`src/rtl/mdrx_pkg.sv`:
```
package mdrx_pkg;

    localparam int PAYLOAD_W = 8;
    localparam int SHIFT_W   = PAYLOAD_W + 1;

    typedef enum logic [1:0] {
        RX_IDLE  = 2'd0,
        RX_START = 2'd1,
        RX_BITS  = 2'd2,
        RX_STOP  = 2'd3
    } rx_state_e;

    typedef struct packed {
        logic                 is_addr;
        logic [PAYLOAD_W-1:0] payload;
    } rx_frame_t;

    function automatic rx_frame_t unpack_shift(input logic [SHIFT_W-1:0] sh);
        rx_frame_t f;
        f.is_addr = sh[SHIFT_W-1];
        f.payload = sh[PAYLOAD_W-1:0];
        return f;
    endfunction

endpackage

```
`src/rtl/mdrx_sync.sv`:
```
module mdrx_sync #(
    parameter int STAGES = 2
) (
    input  logic clk,
    input  logic rst,
    input  logic din,
    output logic dout
);
    logic [STAGES-1:0] chain;

    always_ff @(posedge clk) begin
        if (rst) chain <= '1;
        else     chain <= {chain[STAGES-2:0], din};
    end

    assign dout = chain[STAGES-1];
endmodule

```
`src/rtl/mdrx_deser.sv`:
```
module mdrx_deser
    import mdrx_pkg::*;
#(
    parameter int OVERSAMPLE    = 16,
    parameter int CLKS_PER_TICK = 136
) (
    input  logic      clk,
    input  logic      rst,
    input  logic      rx,
    output logic      frame_valid,
    output rx_frame_t frame_o,
    output logic      frame_err
);
    localparam int TICK_W = $clog2(CLKS_PER_TICK + 1);
    localparam int OS_W   = $clog2(OVERSAMPLE + 1);
    localparam int IDX_W  = $clog2(SHIFT_W + 1);
    localparam logic [TICK_W-1:0] TICK_LAST = TICK_W'(CLKS_PER_TICK - 1);
    localparam logic [OS_W-1:0]   OS_LAST   = OS_W'(OVERSAMPLE - 1);
    localparam logic [OS_W-1:0]   OS_HALF   = OS_W'(OVERSAMPLE / 2 - 1);
    localparam logic [IDX_W-1:0]  IDX_LAST  = IDX_W'(SHIFT_W - 1);

    logic [TICK_W-1:0]  div_q;
    logic               tick;
    rx_state_e          state_q;
    logic [OS_W-1:0]    os_q;
    logic [IDX_W-1:0]   idx_q;
    logic [SHIFT_W-1:0] shift_q;

    assign tick = (div_q == TICK_LAST);

    always_ff @(posedge clk) begin
        if (rst || tick) div_q <= '0;
        else             div_q <= div_q + 1'b1;
    end

    always_ff @(posedge clk) begin
        if (rst) begin
            state_q     <= RX_IDLE;
            os_q        <= '0;
            idx_q       <= '0;
            shift_q     <= '0;
            frame_valid <= 1'b0;
            frame_err   <= 1'b0;
        end else begin
            frame_valid <= 1'b0;
            frame_err   <= 1'b0;
            if (tick) begin
                case (state_q)
                    RX_IDLE: begin
                        if (!rx) begin
                            state_q <= RX_START;
                            os_q    <= '0;
                        end
                    end
                    RX_START: begin
                        if (os_q == OS_HALF) begin
                            os_q    <= '0;
                            idx_q   <= '0;
                            state_q <= rx ? RX_IDLE : RX_BITS;
                        end else begin
                            os_q <= os_q + 1'b1;
                        end
                    end
                    RX_BITS: begin
                        if (os_q == OS_LAST) begin
                            os_q    <= '0;
                            shift_q <= {rx, shift_q[SHIFT_W-1:1]};
                            if (idx_q == IDX_LAST) state_q <= RX_STOP;
                            else                   idx_q   <= idx_q + 1'b1;
                        end else begin
                            os_q <= os_q + 1'b1;
                        end
                    end
                    RX_STOP: begin
                        if (os_q == OS_LAST) begin
                            os_q        <= '0;
                            state_q     <= RX_IDLE;
                            frame_valid <= rx;
                            frame_err   <= !rx;
                        end else begin
                            os_q <= os_q + 1'b1;
                        end
                    end
                    default: state_q <= RX_IDLE;
                endcase
            end
        end
    end

    assign frame_o = unpack_shift(shift_q);
endmodule

```
`src/rtl/mdrx_select.sv`:
```
module mdrx_select
    import mdrx_pkg::*;
#(
    parameter logic [PAYLOAD_W-1:0] NODE_ID  = 8'h01,
    parameter logic [PAYLOAD_W-1:0] EOC_CODE = 8'h04
) (
    input  logic                 clk,
    input  logic                 rst,
    input  logic                 frame_valid,
    input  rx_frame_t            frame_i,
    output logic                 irq,
    output logic [PAYLOAD_W-1:0] byte_o,
    output logic                 is_addr_o,
    output logic                 selected_o
);
    logic accept;

    assign accept = frame_valid && (frame_i.is_addr || selected_o);

    always_ff @(posedge clk) begin
        if (rst) begin
            irq        <= 1'b0;
            byte_o     <= '0;
            is_addr_o  <= 1'b0;
            selected_o <= 1'b0;
        end else begin
            irq <= accept;
            if (accept) begin
                byte_o    <= frame_i.payload;
                is_addr_o <= frame_i.is_addr;
                if (frame_i.is_addr)
                    selected_o <= (frame_i.payload == NODE_ID);
                else if (frame_i.payload == EOC_CODE)
                    selected_o <= 1'b0;
            end
        end
    end
endmodule

```
`src/rtl/mdrx_node.sv`:
```
module mdrx_node
    import mdrx_pkg::*;
#(
    parameter int                   OVERSAMPLE    = 16,
    parameter int                   CLKS_PER_TICK = 136,
    parameter logic [PAYLOAD_W-1:0] NODE_ID       = 8'h01,
    parameter logic [PAYLOAD_W-1:0] EOC_CODE      = 8'h04
) (
    input  logic                 clk,
    input  logic                 rst,
    input  logic                 rxd,
    output logic [PAYLOAD_W-1:0] rx_byte,
    output logic                 rx_is_addr,
    output logic                 rx_irq,
    output logic                 frame_err,
    output logic                 selected
);
    logic      rx_s;
    logic      f_valid;
    rx_frame_t f_data;

    mdrx_sync #(.STAGES(2)) u_sync (
        .clk  (clk),
        .rst  (rst),
        .din  (rxd),
        .dout (rx_s)
    );

    mdrx_deser #(
        .OVERSAMPLE    (OVERSAMPLE),
        .CLKS_PER_TICK (CLKS_PER_TICK)
    ) u_deser (
        .clk         (clk),
        .rst         (rst),
        .rx          (rx_s),
        .frame_valid (f_valid),
        .frame_o     (f_data),
        .frame_err   (frame_err)
    );

    mdrx_select #(
        .NODE_ID  (NODE_ID),
        .EOC_CODE (EOC_CODE)
    ) u_select (
        .clk         (clk),
        .rst         (rst),
        .frame_valid (f_valid),
        .frame_i     (f_data),
        .irq         (rx_irq),
        .byte_o      (rx_byte),
        .is_addr_o   (rx_is_addr),
        .selected_o  (selected)
    );
endmodule

```
`config.mk`:
```
export PLATFORM = sky130hd
export DESIGN_NAME = mdrx_node
export DESIGN_NICKNAME = d
export VERILOG_FILES = /design/src/rtl/mdrx_pkg.sv /design/src/rtl/mdrx_sync.sv /design/src/rtl/mdrx_deser.sv /design/src/rtl/mdrx_select.sv /design/src/rtl/mdrx_node.sv
export SDC_FILE = /design/constraint.sdc
export NUM_CORES = 1
export LEC_CHECK = 0
export BUFFER_PORTS_ARGS = -buffer_cell sky130_fd_sc_hd__buf_2
export CAP_MARGIN = 5
export CORE_MARGIN = 3
export CORE_UTILIZATION = 55
export DETAILED_ROUTE_END_ITERATION = 10
export GPL_TIMING_DRIVEN = 0
export PLACE_DENSITY_LB_ADDON = 0.15
export SYNTH_ARGS = -nofsm -noshare
export SYNTH_HDL_FRONTEND = slang
export SYNTH_HIERARCHICAL = 1
export SYNTH_SLANG_ARGS = --single-unit
export TNS_END_PERCENT = 1
```
`constraint.sdc`:
```
create_clock -name clk -period 3.32 [get_ports clk]
set_input_delay 0.166 -clock clk [delete_from_list [all_inputs] [get_ports clk]]
set_output_delay 0.166 -clock clk [all_outputs]
set_load 0.05 [all_outputs]
```
======== Yosys cells after proc, flatten, opt, wreduce, memory -nomap -nowiden ========
Cells that the tools add are included.
storage, ports and cells
  logic and storage cells ................. 64
  input bits .............................. 3
  output and inout port bits .............. 12
  flip-flop bits (word level) ............. 43
operators by class
  eq/ne operators ......................... 15
  mux-type cells .......................... 17
  add/sub/neg operators ................... 3
  reductions and logical operators ........ 14
  bitwise logic cells ..................... 3
operators with widths
  kind                   number
  $mux W5                3
  $pmux W5 S3            1
  $mux W2                6
  $mux W4                3
  $add A8 B1 Y8 const B  1
  $eq A8 B1 Y1 const B   1
  $eq A8 B3 Y1 const B   1
  $eq A8 B8 Y1 const B   1
  $ne A2 B1 Y1 const B   4
  $pmux W2 S4            1
  $pmux W4 S2            1
  $reduce_and A6 Y1      1
  $add A5 B1 Y5 const B  1
  $eq A5 B3 Y1 const B   1
  $eq A5 B4 Y1 const B   1
  $reduce_and A5 Y1      1
  $add A4 B1 Y4 const B  1
  $eq A2 B2 Y1 const B   2
  $eq A4 B4 Y1 const B   1
  $ne A2 B2 Y1 const B   2
  $reduce_and A2 Y1      2
  $reduce_bool A2 Y1     2
  $reduce_or A4 Y1       1
  $not A1 Y1             3
  8 further kinds        10

======== Logic depth before layout (Yosys ltp) ========
  depth in word-level cells ............... 4
  mapped depth ............................ 10
  gate-level depth less buffers ........... 8

======== By module ========
The synthesis kept the hierarchy.
by module, submodules not included
  module       times used  seq. area each (sq um)  cells each  area an instance (sq um)
  mdrx_deser   1           600.6                   153         1431.4
  mdrx_select  1           220.2                   51          425.4
  mdrx_sync    1           40.0                    4           52.6

======== Worst setup path after synthesis ========
OpenSTA, ideal clock, no wires.
  path kind ............................... register to register
  start ................................... register u_deser.os_q[0]
  end ..................................... register u_deser.idx_q[0]
  required time ........................... 3.233 ns
  clock period less this slack ............ 2.230 ns
  stages on the path, launching flop included .. 11
  arrival time ............................ 2.143 ns
  buffers on the path ..................... 2
  library setup time ...................... 0.087 ns
  slack ................................... 1.090 ns
  cells stage by stage .................... dfxtp_1 -> ha_1 -> nand3_1 -> inv_1 -> ha_1 -> clkbuf_2 -> inv_1 -> or4_4 -> buf_6 -> or4_1 -> o31ai_1
on the way
  longest elaborated chain between the ends .. 3
  elaborated cells between the ends (all ways) .. 5
  those cells by class .................... eq/ne (4); reduce/logical (1)
ends and longest elaborated chain
  element                                              line                                RTL
  start: declaration                                   mdrx_deser.sv:25                    logic [OS_W-1:0] os_q;
  start signal: assignment                             mdrx_deser.sv:61                    os_q <= os_q + 1'b1;
  start signal: assignment                             mdrx_deser.sv:71                    os_q <= os_q + 1'b1;
  start signal: assignment                             mdrx_deser.sv:81                    os_q <= os_q + 1'b1;
  $eq A5 B4 Y1 / $eq A5 B3 Y1 (equally long branches)  mdrx_deser.sv:65, mdrx_deser.sv:56
  $ne A2 B1 Y1 (no line)                               --
  $reduce_and A5 Y1 (no line) *                        --
  end signal: assignment                               mdrx_deser.sv:69                    else idx_q <= idx_q + 1'b1;
  end: declaration                                     mdrx_deser.sv:26                    logic [IDX_W-1:0] idx_q;
Every way passes the cells marked *; elsewhere a longest branch is shown, timed or not.
A chain may end at the register's enable or synchronous reset.

======== Worst setup path in the final report ========
Ends and elaborated chain as after synthesis.

==> summary.txt <==
Critical path
  – Worst path slowest cell: or4_4
  – Critical path class: register to register
  – Worst Path Arrival: 2710 ps
  – Reg2Reg Capture Point: u_deser/idx_q[0]$_SDFFE_PP0P_
  – Worst reg2reg path startpoint: u_deser/os_q[0]$_SDFFE_PP0P_
  – Critical-path maximum fanout: 10
  – Worst Reg-to-Reg Cells: 10
  – CP required: 3600 ps
  – Delay-heaviest family, CP: simple AND/OR/NAND/NOR gates
  – Worst stage delay on the critical path: 530 ps
  – CP cell instances: ha_1, nand3_1, inv_1, ha_1, clkbuf_2, inv_1, or4_4, buf_6, or4_1, o31ai_1
  – CP Launch Type: register
  – Buf/Inv on CP: 4
  – R2R Setup Slk: 890 ps
  – CP Capture Type: register

Timing
  – Minimum clock period: 2430 ps
  – Period utilisation layout: 73.3%
  – Fmax: 411 MHz
  – Endpoints failing setup: 0
  – Max-slew headroom: 64.4%
  – Slew @ Worst Pin: 530 ps
  – Setup TNS: 0 ps
  – Min Hold Slack: 149 ps
  – Unrepaired setup endpoints after global routing: false
  – Final Hold Viols: 0
  – Setup Skew: 19.3 ps
  – Slew Limit Fails: 0

Logic synthesis
  – Async SR Flop Fraction: 0%
  – Total number of yosys warnings: 6
  – Most common flop cell mapped by yosys: dfxtp_1
  – Post-synth EDFFs: 0
  – Largest cells by area after synthesis: dfxtp_1, mux2i_1, nand2_1
  – Yosys top cell area share: 45.1%
  – Syn Inst Count: 208
  – Cell area after synthesis: 0.00191 mm²
  – Post-Syn Area per Cell: 9.18 µm²
  – Yosys top cell by area: dfxtp_1
  – Number of synthesized register bits: 43
  – Synth cell types: 49
  – Syn nets: 217
  – Sequential area share after synthesis: 45.1%

Floorplanning
  – Core Region: 0.00318 mm²
  – Die ar.: 0.00421 mm²
  – Starting Density: 60.1%
  – Die width: 64.9 µm
  – Row cnt: 20
  – Chip Height: 64.9 µm
  – Ports: 15

Min path
  – Hold Startpoint: rst
  – WHS Path Cells: 2
  – Hold Crit Endpoint: u_sync/chain[0]$_SDFF_PP1_
  – Hold/Removal Path Class: primary input to register

CTS
  – Clk pin slew, worst setup/hold paths: 130 ps
  – TritonCTS clock tree: done
  – Root buf cell: clkbuf_4
  – Clk_lat worst skew: 350 ps
  – Num CTS Buffers: 5
  – Clock Tree Buf Depth: 2
  – Setup bufs post-CTS: 0
  – Cts repair resizes: 0
  – Hold-fix buffers at CTS: 1
  – Clk sink count: 43
  – H-tree depth: 2

Global routing
  – Vias in the first global route: 1528
  – Total grt overflow: 0
  – First-pass GRT wire length: 6470 µm
  – Pin count of the biggest net entering global routing: 13
  – Overall global routing resource usage: 19.3%
  – Antenna violations before repair: 0

Routing
  – Routed wire length: 3590 µm
  – Initial drt markers: 97
  – First-pass iteration count of the detailed router: 4
  – Antenna-violating nets left: 0
  – Vias: 1579
  – Via density per instance: 5.74
  – WL/cell: 13.1 µm
  – DRC viols: 0

Final layout
  – Synthesis-to-layout area growth: 10.7%
  – Multi-input logic area: 955 µm²
  – Number of antenna diodes: 0
  – Fill cell count: 273
  – Register area: 861 µm²
  – Ratio of cells with drive above 1 in the final layout: 15.6%
  – Nets@finish: 239

Power and ir drop
  – VDD IR max: 0.000283 V
  – P_leak: 0.845 nW
  – PwrDens: 390 mW/mm²

Place
  – HPWL after detailed placement: 2640 µm
  – GPL Wtd Cong: 0.843
  – Port Buf Inserts: 14

Run status
  – Status: complete, no violations

Flow run
  – Number of max-cap violations: 0
[flip-flops by register name (all words and copies together) (netlist names), 2 cells and up, named ones only]
register and flops:
u_deser/idx_q 4, u_deser/div_q 8, u_deser/os_q 5, u_select/byte_o 8, u_deser/frame_o 9, u_sync/chain 2
[worst reg2reg max path, cell delays in order (launching register included)]
cell      delay, ps
dfxtp_1         390
ha_1            230
nand3_1         120
inv_1            70
ha_1            130
clkbuf_2        180
inv_1            70
or4_4           530
buf_6           170
or4_1           410
o31ai_1          80
[cells in the mapped netlist (all sizes together) (6+ instances only)]
cell    number
clkbuf       6
a21oi       13
nand2       25
inv          7
ha           6
nor3         6
nor2        21
mux2i       10
nand3        8
dfxtp       43
[through the flow]
| stage | cell area (µm²) | total power [mW] | instances | setup slack, ps | utilization, % |
|---|---|---|---|---|---|
| 2_1_floorplan | 1910 | 0.547 | 208 | 1090 | - |
| 3_3_place_gp | 2030 | 0.554 | 266 | 971 | 64.0 |
| 3_5_place_dp | 2030 | 0.554 | 266 | 891 | 64.0 |
| 4_1_cts | 2110 | 0.831 | 275 | 884 | 66.5 |
| 5_1_grt | 2110 | 0.859 | 275 | 684 | 66.5 |
| 6_report | 2110 | 0.823 | 275 | 886 | 66.5 |
[report_power, final]
group	leakage [nW]	switching [mW]	internal [mW]	total (mW)
sequential	0.347	0.00314	0.520	0.523
clock	0.0386	0.155	0.125	0.280
combinational	0.459	0.0121	0.00842	0.0205
total	0.845	0.170	0.653	0.823
[how the worst max path moves through the flow]
stage	start	endpoint	slack [ps]	cells past startpoint
final	u_deser/os_q[0]$_SDFFE_PP0P_	u_deser/idx_q[0]$_SDFFE_PP0P_	890	10
after global routing	u_deser/os_q[0]$_SDFFE_PP0P_	u_deser/idx_q[0]$_SDFFE_PP0P_	680	10
after CTS	u_deser/os_q[0]$_SDFFE_PP0P_	u_deser/idx_q[0]$_SDFFE_PP0P_	880	10
after detailed placement	u_deser/os_q[0]$_SDFFE_PP0P_	u_deser/idx_q[0]$_SDFFE_PP0P_	890	10
after global placement	u_deser/os_q[0]$_SDFFE_PP0P_	u_deser/idx_q[0]$_SDFFE_PP0P_	970	10
after floorplan	u_deser/os_q[0]$_SDFFE_PP0P_	u_deser/idx_q[0]$_SDFFE_PP0P_	1090	10
[cell usage in the layout, fill, tap and decap left out, types with 4 or more instances in the layout]
master,synthesis,routed
nor2_1,21,21
xor2_1,4,4
dfxtp_1,43,43
inv_1,7,7
nand2_1,25,25
mux2i_1,10,10
nand3_1,8,8
a21oi_1,13,13
nand4b_1,4,4
clkbuf_4,0,5
nor3_1,6,6
buf_2,0,14
clkbuf_1,4,5
ha_1,6,6
[per-layer routing]
metal,share of wire [%],up-vias,global-route usage (%)
met2,47,37,32.8
li1,-,783,-
met4,2.5,0,9.50
met5,0,-,0
met1,45,749,22.7
met3,5.2,10,4.51
[logic make-up after synthesis]
| logic type | Yosys count | synth area share [%] |
|---|---|---|
| compound gates | 33 | 11.4 |
| xor+xnor | 6 | 2.75 |
| fa+ha+maj | 6 | 3.93 |
| buf+inv | 16 | 4.91 |
| flops | 43 | 45.1 |
| mux | 10 | 5.24 |
| simple gates | 94 | 26.7 |
[layout make-up]
class                   instances  share of cell area, %
multi-input cells             149                   45.2
flip-flops and latches         43                   40.7
repair buffers                 15                   3.79
clock buffers                   8                   3.26
plain buffers                   9                   3.20
well taps                      44                   2.61
inverters                       7                   1.24
No activity file was read; power rests on OpenSTA's default activity.
